$ cat config.mk
export PLATFORM = sky130hd
export DESIGN_NAME = urx_tagged
export DESIGN_NICKNAME = d
export VERILOG_FILES = /design/src/rtl/urx_pkg.sv /design/src/rtl/urx_sync.sv /design/src/rtl/urx_framer.sv /design/src/rtl/urx_store.sv /design/src/rtl/urx_tagged.sv
export SDC_FILE = /design/constraint.sdc
export NUM_CORES = 1
export LEC_CHECK = 0
export BUFFER_PORTS_ARGS = -buffer_cell sky130_fd_sc_hd__buf_2
export CORE_ASPECT_RATIO = 0.9
export CORE_MARGIN = 10
export CORE_UTILIZATION = 50
export DETAILED_ROUTE_END_ITERATION = 10
export PLACE_DENSITY = 0.7
export SLEW_MARGIN = 20
export SYNTH_ARGS = -nofsm -noshare
export SYNTH_HDL_FRONTEND = slang
export SYNTH_SLANG_ARGS = --single-unit
$ cat constraint.sdc
create_clock -name clk -period 3.5 [get_ports clk]
set_input_delay 0.35 -clock clk [delete_from_list [all_inputs] [get_ports clk]]
set_output_delay 0.35 -clock clk [all_outputs]
set_load 0.02 [all_outputs]
$ cat src/rtl/urx_pkg.sv
// Package: shared entry type and state encoding for the serial receiver.
// Assumes entries are 12 bits: 8 data bits plus 4 status bits.
package urx_pkg;
    localparam int ENTRY_W = 12;

    typedef struct packed {
        logic       ovr;
        logic       brk;
        logic       par;
        logic       frm;
        logic [7:0] data;
    } urx_entry_t;

    typedef enum logic [2:0] {
        RX_IDLE,
        RX_START,
        RX_BITS,
        RX_DONE,
        RX_HOLD
    } urx_state_e;
endpackage

$ cat src/rtl/urx_sync.sv
// Module: multi-stage synchronizer for the asynchronous serial line.
// Assumes the line idles high, so every stage resets to 1.
module urx_sync #(
    parameter int STAGES = 2
) (
    input  logic clk,
    input  logic rst_n,
    input  logic d_in,
    output logic d_out
);
    logic [STAGES-1:0] chain;

    // Shift the line value through the stage chain.
    always_ff @(posedge clk) begin
        if (!rst_n) chain <= '1;
        else        chain <= {chain[STAGES-2:0], d_in};
    end

    assign d_out = chain[STAGES-1];
endmodule

$ cat src/rtl/urx_framer.sv
// Module: start detection, bit timing, majority vote and error evaluation.
// Assumes a synchronized input, and configuration held stable during a character.
// Produces a one-cycle push carrying the byte and the frame/parity/break flags.
module urx_framer
    import urx_pkg::*;
#(
    parameter int OS_RATE = 16
) (
    input  logic       clk,
    input  logic       rst_n,
    input  logic       tick,
    input  logic       rxs,
    input  logic [1:0] cfg_dbits,
    input  logic       cfg_par_en,
    input  logic       cfg_par_odd,
    input  logic       cfg_addr_en,
    input  logic       cfg_two_stop,
    output logic       push,
    output urx_entry_t entry
);
    localparam int CW       = $clog2(OS_RATE);
    localparam int MAX_BITS = 12;
    localparam int IW       = $clog2(MAX_BITS);
    localparam logic [CW-1:0] HALF = CW'(OS_RATE / 2 - 1);
    localparam logic [CW-1:0] S_A  = CW'(OS_RATE - 3);
    localparam logic [CW-1:0] S_B  = CW'(OS_RATE - 2);
    localparam logic [CW-1:0] S_C  = CW'(OS_RATE - 1);

    urx_state_e          state;
    logic [CW-1:0]       os_cnt;
    logic [IW-1:0]       bit_idx;
    logic [MAX_BITS-1:0] frame;
    logic [1:0]          smp;

    logic [IW-1:0] n_data, n_total, addr_pos, par_pos, stop_pos;
    logic          maj, par_calc, brk_det;
    logic [7:0]    dbyte;

    // Derive bit positions from the configured character shape.
    always_comb begin
        n_data   = IW'(5) + IW'(cfg_dbits);
        addr_pos = n_data;
        par_pos  = n_data + IW'(cfg_addr_en);
        stop_pos = par_pos + IW'(cfg_par_en);
        n_total  = stop_pos + IW'(1) + IW'(cfg_two_stop);
    end

    // Two-of-three vote over the samples near the bit centre.
    assign maj = (smp[1] & smp[0]) | (smp[1] & rxs) | (smp[0] & rxs);

    // Extract the data byte and evaluate the status flags from the frame.
    always_comb begin
        for (int i = 0; i < 8; i++)
            dbyte[i] = (i < int'(n_data)) ? frame[i] : 1'b0;
        par_calc    = ^dbyte ^ (cfg_addr_en & frame[addr_pos]);
        brk_det     = (frame == '0);
        entry.data  = dbyte;
        entry.frm   = ~frame[stop_pos] | (cfg_two_stop & ~frame[stop_pos + IW'(1)]);
        entry.par   = cfg_par_en & (par_calc ^ frame[par_pos] ^ cfg_par_odd);
        entry.brk   = brk_det;
        entry.ovr   = 1'b0;
    end

    assign push = (state == RX_DONE);

    // Receive state machine: start validation, bit sampling and break hold.
    always_ff @(posedge clk) begin
        if (!rst_n) begin
            state   <= RX_IDLE;
            os_cnt  <= '0;
            bit_idx <= '0;
            frame   <= '0;
            smp     <= '1;
        end else begin
            case (state)
                RX_IDLE: if (!rxs) begin
                    state  <= RX_START;
                    os_cnt <= '0;
                end
                RX_START: if (tick) begin
                    if (os_cnt == HALF) begin
                        os_cnt  <= '0;
                        bit_idx <= '0;
                        frame   <= '0;
                        state   <= rxs ? RX_IDLE : RX_BITS;
                    end else begin
                        os_cnt <= os_cnt + CW'(1);
                    end
                end
                RX_BITS: if (tick) begin
                    if (os_cnt == S_A) smp[1] <= rxs;
                    if (os_cnt == S_B) smp[0] <= rxs;
                    if (os_cnt == S_C) begin
                        os_cnt         <= '0;
                        frame[bit_idx] <= maj;
                        if (bit_idx == n_total - IW'(1)) state <= RX_DONE;
                        else bit_idx <= bit_idx + IW'(1);
                    end else begin
                        os_cnt <= os_cnt + CW'(1);
                    end
                end
                RX_DONE: state <= brk_det ? RX_HOLD : RX_IDLE;
                RX_HOLD: if (rxs) state <= RX_IDLE;
                default: state <= RX_IDLE;
            endcase
        end
    end
endmodule

$ cat src/rtl/urx_store.sv
// Module: entry storage, either a queue of DEPTH entries or a single slot.
// Tracks a pending overrun and tags the next accepted entry with it.
// Assumes cfg_fifo_en changes only while the storage is empty; DEPTH >= 2.
module urx_store
    import urx_pkg::*;
#(
    parameter int DEPTH = 4
) (
    input  logic       clk,
    input  logic       rst_n,
    input  logic       cfg_fifo_en,
    input  logic       push,
    input  urx_entry_t push_entry,
    input  logic       pop_req,
    output urx_entry_t head,
    output logic       empty,
    output logic       full,
    output logic       accept
);
    localparam int AW = $clog2(DEPTH);
    localparam int NW = $clog2(DEPTH + 1);
    localparam logic [AW-1:0] LAST = AW'(DEPTH - 1);

    urx_entry_t    mem [DEPTH];
    logic [AW-1:0] wptr, rptr;
    logic [NW-1:0] count, cap;
    logic          ovr_pend, pop;
    urx_entry_t    wr_e;

    // Capacity, flags and the entry as it will be written.
    always_comb begin
        cap      = cfg_fifo_en ? NW'(DEPTH) : NW'(1);
        empty    = (count == '0);
        full     = (count >= cap);
        accept   = push & ~full;
        pop      = pop_req & ~empty;
        wr_e     = push_entry;
        wr_e.ovr = ovr_pend;
    end

    assign head = mem[rptr];

    // Entry array write port.
    always_ff @(posedge clk) begin
        if (accept) mem[wptr] <= wr_e;
    end

    // Pointers, occupancy and pending overrun.
    always_ff @(posedge clk) begin
        if (!rst_n) begin
            wptr     <= '0;
            rptr     <= '0;
            count    <= '0;
            ovr_pend <= 1'b0;
        end else begin
            if (accept) wptr <= (wptr == LAST) ? '0 : wptr + AW'(1);
            if (pop)    rptr <= (rptr == LAST) ? '0 : rptr + AW'(1);
            count <= count + NW'(accept) - NW'(pop);
            if (push && full) ovr_pend <= 1'b1;
            else if (accept)  ovr_pend <= 1'b0;
        end
    end
endmodule

$ cat src/rtl/urx_tagged.sv
// Module: top of the serial receiver with status-tagged entry storage.
// Assumes configuration is held stable while a character is in flight.
module urx_tagged
    import urx_pkg::*;
#(
    parameter int OS_RATE     = 16,
    parameter int FIFO_DEPTH  = 4,
    parameter int SYNC_STAGES = 2
) (
    input  logic               clk,
    input  logic               rst_n,
    input  logic               os_tick,
    input  logic               rx_in,
    input  logic [1:0]         cfg_data_len,
    input  logic               cfg_par_en,
    input  logic               cfg_par_odd,
    input  logic               cfg_addr_en,
    input  logic               cfg_two_stop,
    input  logic               cfg_fifo_en,
    input  logic               cfg_brk_irq_en,
    input  logic               rd_en,
    output logic [ENTRY_W-1:0] rd_data,
    output logic               rx_empty,
    output logic               rx_full,
    output logic               rx_irq
);
    logic       rxs, push, accept;
    urx_entry_t fr_entry, head;

    urx_sync #(.STAGES(SYNC_STAGES)) sync_i (
        .clk(clk), .rst_n(rst_n), .d_in(rx_in), .d_out(rxs)
    );

    urx_framer #(.OS_RATE(OS_RATE)) framer_i (
        .clk(clk), .rst_n(rst_n), .tick(os_tick), .rxs(rxs),
        .cfg_dbits(cfg_data_len), .cfg_par_en(cfg_par_en),
        .cfg_par_odd(cfg_par_odd), .cfg_addr_en(cfg_addr_en),
        .cfg_two_stop(cfg_two_stop), .push(push), .entry(fr_entry)
    );

    urx_store #(.DEPTH(FIFO_DEPTH)) store_i (
        .clk(clk), .rst_n(rst_n), .cfg_fifo_en(cfg_fifo_en),
        .push(push), .push_entry(fr_entry), .pop_req(rd_en),
        .head(head), .empty(rx_empty), .full(rx_full), .accept(accept)
    );

    assign rd_data = head;

    // Interrupt pulse on each stored entry; break entries obey their mask.
    always_ff @(posedge clk) begin
        if (!rst_n) rx_irq <= 1'b0;
        else        rx_irq <= accept & (~fr_entry.brk | cfg_brk_irq_en);
    end
endmodule

## Yosys cells after proc, flatten, opt, wreduce, memory -nomap -nowiden

Memory sizes are Yosys's and may differ from the RTL's. A register that Yosys moved wholly into a read port is not among the register bits.
Cells that the tools add are included.

| word-level totals | value |
|---|---|
| memories | 1 |
| register bits after elaboration | 36 |
| output and inout bits | 15 |
| input bits | 13 |
| memory bits (writable) | 48 |

Memory list:

| memory | depth | width | rd ports | clocked after memory_dff | wr ports | RTL line | text |
|---|---|---|---|---|---|---|---|
| store_i.mem | 4 | 12 | 1 | 1 | 1 | urx_store.sv:24 | `urx_entry_t mem [DEPTH];` |

| operators by class | value |
|---|---|
| mux-type cells | 55 |
| eq/ne operators | 19 |
| magnitude comparators | 15 |
| bitwise gates (word level) | 21 |
| add/sub/neg operators | 12 |
| reductions and logical operators | 15 |

Operators by type and width:

| operator | number |
|---|---|
| 12-bit two-way mux | 4 |
| 4-bit two-way mux | 10 |
| 3-bit two-way mux | 9 |
| 4-bit by 5-bit < comparator with 1-bit output (second input constant) | 5 |
| 12-bit one-hot mux with 2 select lines | 1 |
| 1-bit two-way mux | 17 |
| 1-bit binary-select mux with 4-bit select | 4 |
| 3-bit by 4-bit < comparator with 1-bit output (first input constant) | 4 |
| 3-bit one-hot mux with 5 select lines | 1 |
| 4-bit by 1-bit adder with 4-bit output | 3 |
| 4-bit by 1-bit adder with 4-bit output (second input constant) | 3 |
| 12-bit bitwise mux | 1 |
| 4-bit equality test (second input constant) | 3 |
| 12-bit zero test | 1 |
| 4-bit one-hot mux with 3 select lines | 1 |
| 2-bit two-way mux | 5 |
| 2-bit != test (second input constant) | 5 |
| 1-bit bitwise AND | 9 |
| 1-bit by 4-bit < comparator with 1-bit output (first input constant) | 2 |
| 2-bit by 4-bit < comparator with 1-bit output (first input constant) | 2 |
| 4-bit one-hot mux with 2 select lines | 1 |
| 8-bit XOR reduction | 1 |
| 7-bit AND reduction | 1 |
| 3-bit by 2-bit equality test with 1-bit output (second input constant) | 2 |
| 25 further kinds | 42 |

## Logic depth before layout (Yosys ltp)

| logic depth | value |
|---|---|
| depth in word-level cells | 11 |
| depth in mapped cells | 13 |
| mapped depth without buffers | 13 |

## Hierarchy

From an unflattened synthesis, not the netlist that was laid out.

| unflattened totals | value |
|---|---|
| cell total of the unflattened synthesis | 402 |
| area, all modules | 4645.7 sq um |

By module, submodules not included:

| module | area each (sq um) | cells each | instances |
|---|---|---|---|
| urx_store | 2296.0 | 121 | 1 |
| urx_framer | 2260.9 | 273 | 1 |
| urx_sync | 52.6 | 4 | 1 |
| urx_tagged | 36.3 | 4 | 1 |

## Worst setup path before layout

Ideal clock, no wire load.

| timing | value |
|---|---|
| path type | input -> register |
| start point | input port cfg_data_len[0] |
| end point | register framer_i.bit_idx[3] |
| data arrival time | 3144 ps |
| slack | 226 ps |
| required time | 3370 ps |
| library setup time | 130 ps |
| stages on the path | 11 |
| cell sequence | inv_1 -> ha_1 -> fa_1 -> ha_1 -> ha_1 -> xnor3_2 -> or3_4 -> a211o_1 -> nand3_2 -> and2_1 -> o32ai_1 |

| between the ends | value |
|---|---|
| longest elaborated chain between the ends | 9 |

Ends and longest elaborated chain:

| what | RTL line | text |
|---|---|---|
| from (decl) | urx_tagged.sv:14 | `input logic [1:0] cfg_data_len,` |
| 3-bit by 2-bit adder with 4-bit output | urx_framer.sv:41 | `n_data = IW'(5) + IW'(cfg_dbits);` |
| 4-bit by 1-bit adder with 4-bit output | urx_framer.sv:43 | `par_pos = n_data + IW'(cfg_addr_en);` |
| 4-bit by 1-bit adder with 4-bit output | urx_framer.sv:44 | `stop_pos = par_pos + IW'(cfg_par_en);` |
| 4-bit by 1-bit adder with 4-bit output (2 in a row) | urx_framer.sv:45 | `n_total = stop_pos + IW'(1) + IW'(cfg_two_stop);` |
| 4-bit by 1-bit subtractor with 4-bit output | urx_framer.sv:96 | `if (bit_idx == n_total - IW'(1)) state <= RX_DONE;` |
| 4-bit equality test | urx_framer.sv:96 |  |
| 2-bit != test (no source line) | -- |  |
| 6-bit AND reduction (no source line) | -- |  |
| to (signal assigned) | urx_framer.sv:97 | `else bit_idx <= bit_idx + IW'(1);` |
| to (decl) | urx_framer.sv:31 | `logic [IW-1:0] bit_idx;` |

No other way between the ends.
A chain may end at the register's enable or synchronous reset.

==> results.cfg <==
[outcome]
status = completed

[power_and_ir_drop]
peakVddDrop_mv = 0.247
power.leakage_nw = 1.84
p_sw_frac = 0.308
switchingPower_mw = 0.758
p_comb_frac = 0.235
p_per_area_nw_per_um2 = 490
intPower_mw = 1.70
clock_power_share = 0.293
p_seq_frac = 0.472

[critical_path]
worstReg2RegEnd = store_i.count[2]
path_cells = buf_2 > inv_1 > ha_1 > fa_1 > ha_1 > ha_1 > mux4_1 > mux2i_1 > nor2_1 > o31ai_1
r2r_setup_slack_ns = 0.94
start_kind = primary input
cpPeakStageDelay_ns = 0.57
crit_fanout = 5
crit_top_cell = ha_1
criticalPathCategory = in -> reg
regToRegStartpoint = store_i.count[0]
worstSetupEndpoint = store_i.mem[2][8]
endpoint_kind = flip-flop
startpoint = cfg_data_len[0]
crit_slowest_cell = mux4_1
reg2reg_depth = 12
critPathRequiredTime_ns = 3.58
critPathArrivalTime_ns = 3.11

[placement]
globalplace.congestion = 0.791
io_buffer_count = 27
hpwl_mm = 6.30
place_area_um2 = 4810
place_ws_ns = 0.135

[die]
start_util = 0.521
num_rows = 32
coreArea_um2 = 8730
die_w_um = 121
io_pins = 28
die_area_um2 = 13300
die_h_um = 110

[route]
drt_iter0_drc = 174
viasPerCell = 5.63
wl_mm = 8.81
drc_errors = 0
ant_nets = 0
vias = 3059
firstDrtPassIters = 4
drt-wirelength-per-cell_um = 16.2

[sta]
fin_worst_skew_ns = 0.0125
setup_slack_ns = 0.478
worst_pin_slew_ns = 0.779
setup_tns_ns = 0
period_share = 0.864
period_needed_ns = 3.02
setup_viol = 0
relSlewSlack = 0.480
fmax_mhz = 331
hold_viol = 0
rsz0062_at_grt = no
slew_violations = 0

[global_routing]
grt_overflow = 0
antenna_found_initial = 0
grtUsageMet3 = 0.0330
gr-usage-all-layers = 0.136
first_global_vias = 3039
grt_max_degree = 29
grt_pass1_wl_mm = 15.1
grt_use_met1 = 0.181
top_usage_layer = met2
use_met2 = 0.214

[finish]
layout_commonest_cell = edfxtp_1
diodes = 0
drive_gt1_frac = 0.191
mostFrequentLayoutCells = edfxtp_1, dfxtp_1, a21oi_1
fin_nets = 461
area_delta_synth_final_pct = 10.6
fin_util = 0.576
stdcell_area_um2 = 5030

[clock_network]
numCtsBuffers = 9
postCtsSetupRepairBufs = 0
clk_path_buf_depth = 2
cts.clk_slew.worst_paths_ns = 0.09
cts_sinks = 86
h-tree-depth = 3
ctsResizeCount = 0
hold_buffers = 0
clk_latency_ns = 0.36
cts-root-buf = clkbuf_8
tritoncts = done

[synth]
ys_warn_count = 0
synth_edf_count = 48
syn_inst = 390
synth_fp_nets = 432
syn_area_um2 = 4550
ys_ff_latch = 86
avgSynthCellArea_um2 = 11.7
yosys.cell_types.count = 54
ys.flop_type = edfxtp_1
ys_seq_area_frac = 0.484
async_flop_share = 0

[worst_hold_path]
hold_class = in -> reg

[flow_run]
maxCapViolCount = 0
registers in the layout (all words and copies together) (netlist names), named ones only:
signal / cells
framer_i.frame: 12
framer_i.smp: 2
store_i.ovr_pend: 1
store_i.count: 3
store_i.wptr: 2
rx_irq: 1
store_i.mem: 48
sync_i.chain: 2
framer_i.os_cnt: 4
framer_i.bit_idx: 4
store_i.rptr: 2
framer_i.state: 3
cells by family (layout without fill, tap and decap cells):
family                   after synthesis  after routing  synth area share
AO/OA/AOI/OAI                         79             79             0.107
AND/OR/NAND/NOR                      107            107             0.124
multiplexers                          34             34             0.137
XOR/XNOR                              14             14            0.0303
adder cells (fa/ha/maj)               29             29            0.0831
buffers and inverters                 41             75            0.0339
flip-flops                            86             86             0.484
worst min-delay path by stage:
stage / from / endpoint / slack (ns) / cells past startpoint
after global routing: rx_in / sync_i.chain[0] / 0.17 / 2
after global placement: sync_i.chain[0] / sync_i.chain[1] / 0.40 / 1
after CTS: rx_in / sync_i.chain[0] / 0.16 / 2
after floorplan: sync_i.chain[0] / sync_i.chain[1] / 0.39 / 1
final: rx_in / sync_i.chain[0] / 0.18 / 2
after detailed placement: sync_i.chain[0] / sync_i.chain[1] / 0.40 / 1
synth_stat cells, drive strengths merged (3+ instances only):
cell	count	area [µm²]
buf	3	11.3
a21oi	33	169
nand4	3	18.8
dfxtp	38	761
edfxtp	48	1440
nand3	9	50.1
nor3	6	35.0
and2	11	68.8
inv	27	101
nand2	26	97.6
nand2b	5	31.3
mux2i	11	110
xnor2	9	78.8
a2111oi	3	45.0
nor2b	6	37.5
mux4	22	503
o21ai	25	125
nor2	24	90.1
xor2	4	35.0
ha	27	338
clkbuf	11	41.3
metrics by stage:
stage               std cells  power, mW  hold slack (ns)
detailed placement        527       1.77            0.397
global route              543       2.61            0.175
finish                    543       2.46            0.176
CTS                       543       2.49            0.165
floorplan                 390       1.63            0.386
global placement          527       1.75            0.397
layout make-up:
class | count | area [µm²]
Clock buffer | 9 | 124
Fill cell | 754 | 3700
Sequential cell | 86 | 2200
Tap cell | 119 | 149
Multi-Input combinational cell | 263 | 2200
Timing Repair Buffer | 32 | 173
Clock inverter | 7 | 81.3
Inverter | 27 | 101
power by group through the flow:
stage               sequential (mW)  clock [mW]  combinational [mW]
finish                         1.16       0.721               0.578
global route                   1.18       0.779               0.656
CTS                            1.17       0.738               0.581
detailed placement             1.19           0               0.578
global placement               1.19           0               0.567
floorplan                      1.14           0               0.491
worst max-delay path: cells and delay by family:
kind                     cells  cell delay, ns
AND/OR/NAND/NOR              1            0.05
AO/OA/AOI/OAI                1            0.45
adder cells (fa/ha/maj)      4            1.37
multiplexers                 2            0.72
buffers and inverters        2            0.15
routing by layer:
layer  vias to the layer above  share of wire  wire length [µm]
li1                       1504              -                 -
met1                      1474           0.47              4130
met2                        71           0.47              4150
met3                        10          0.051               445
met4                         0         0.0099                87
met5                         -              0                 0
No activity file was read; power rests on OpenSTA's default activity.
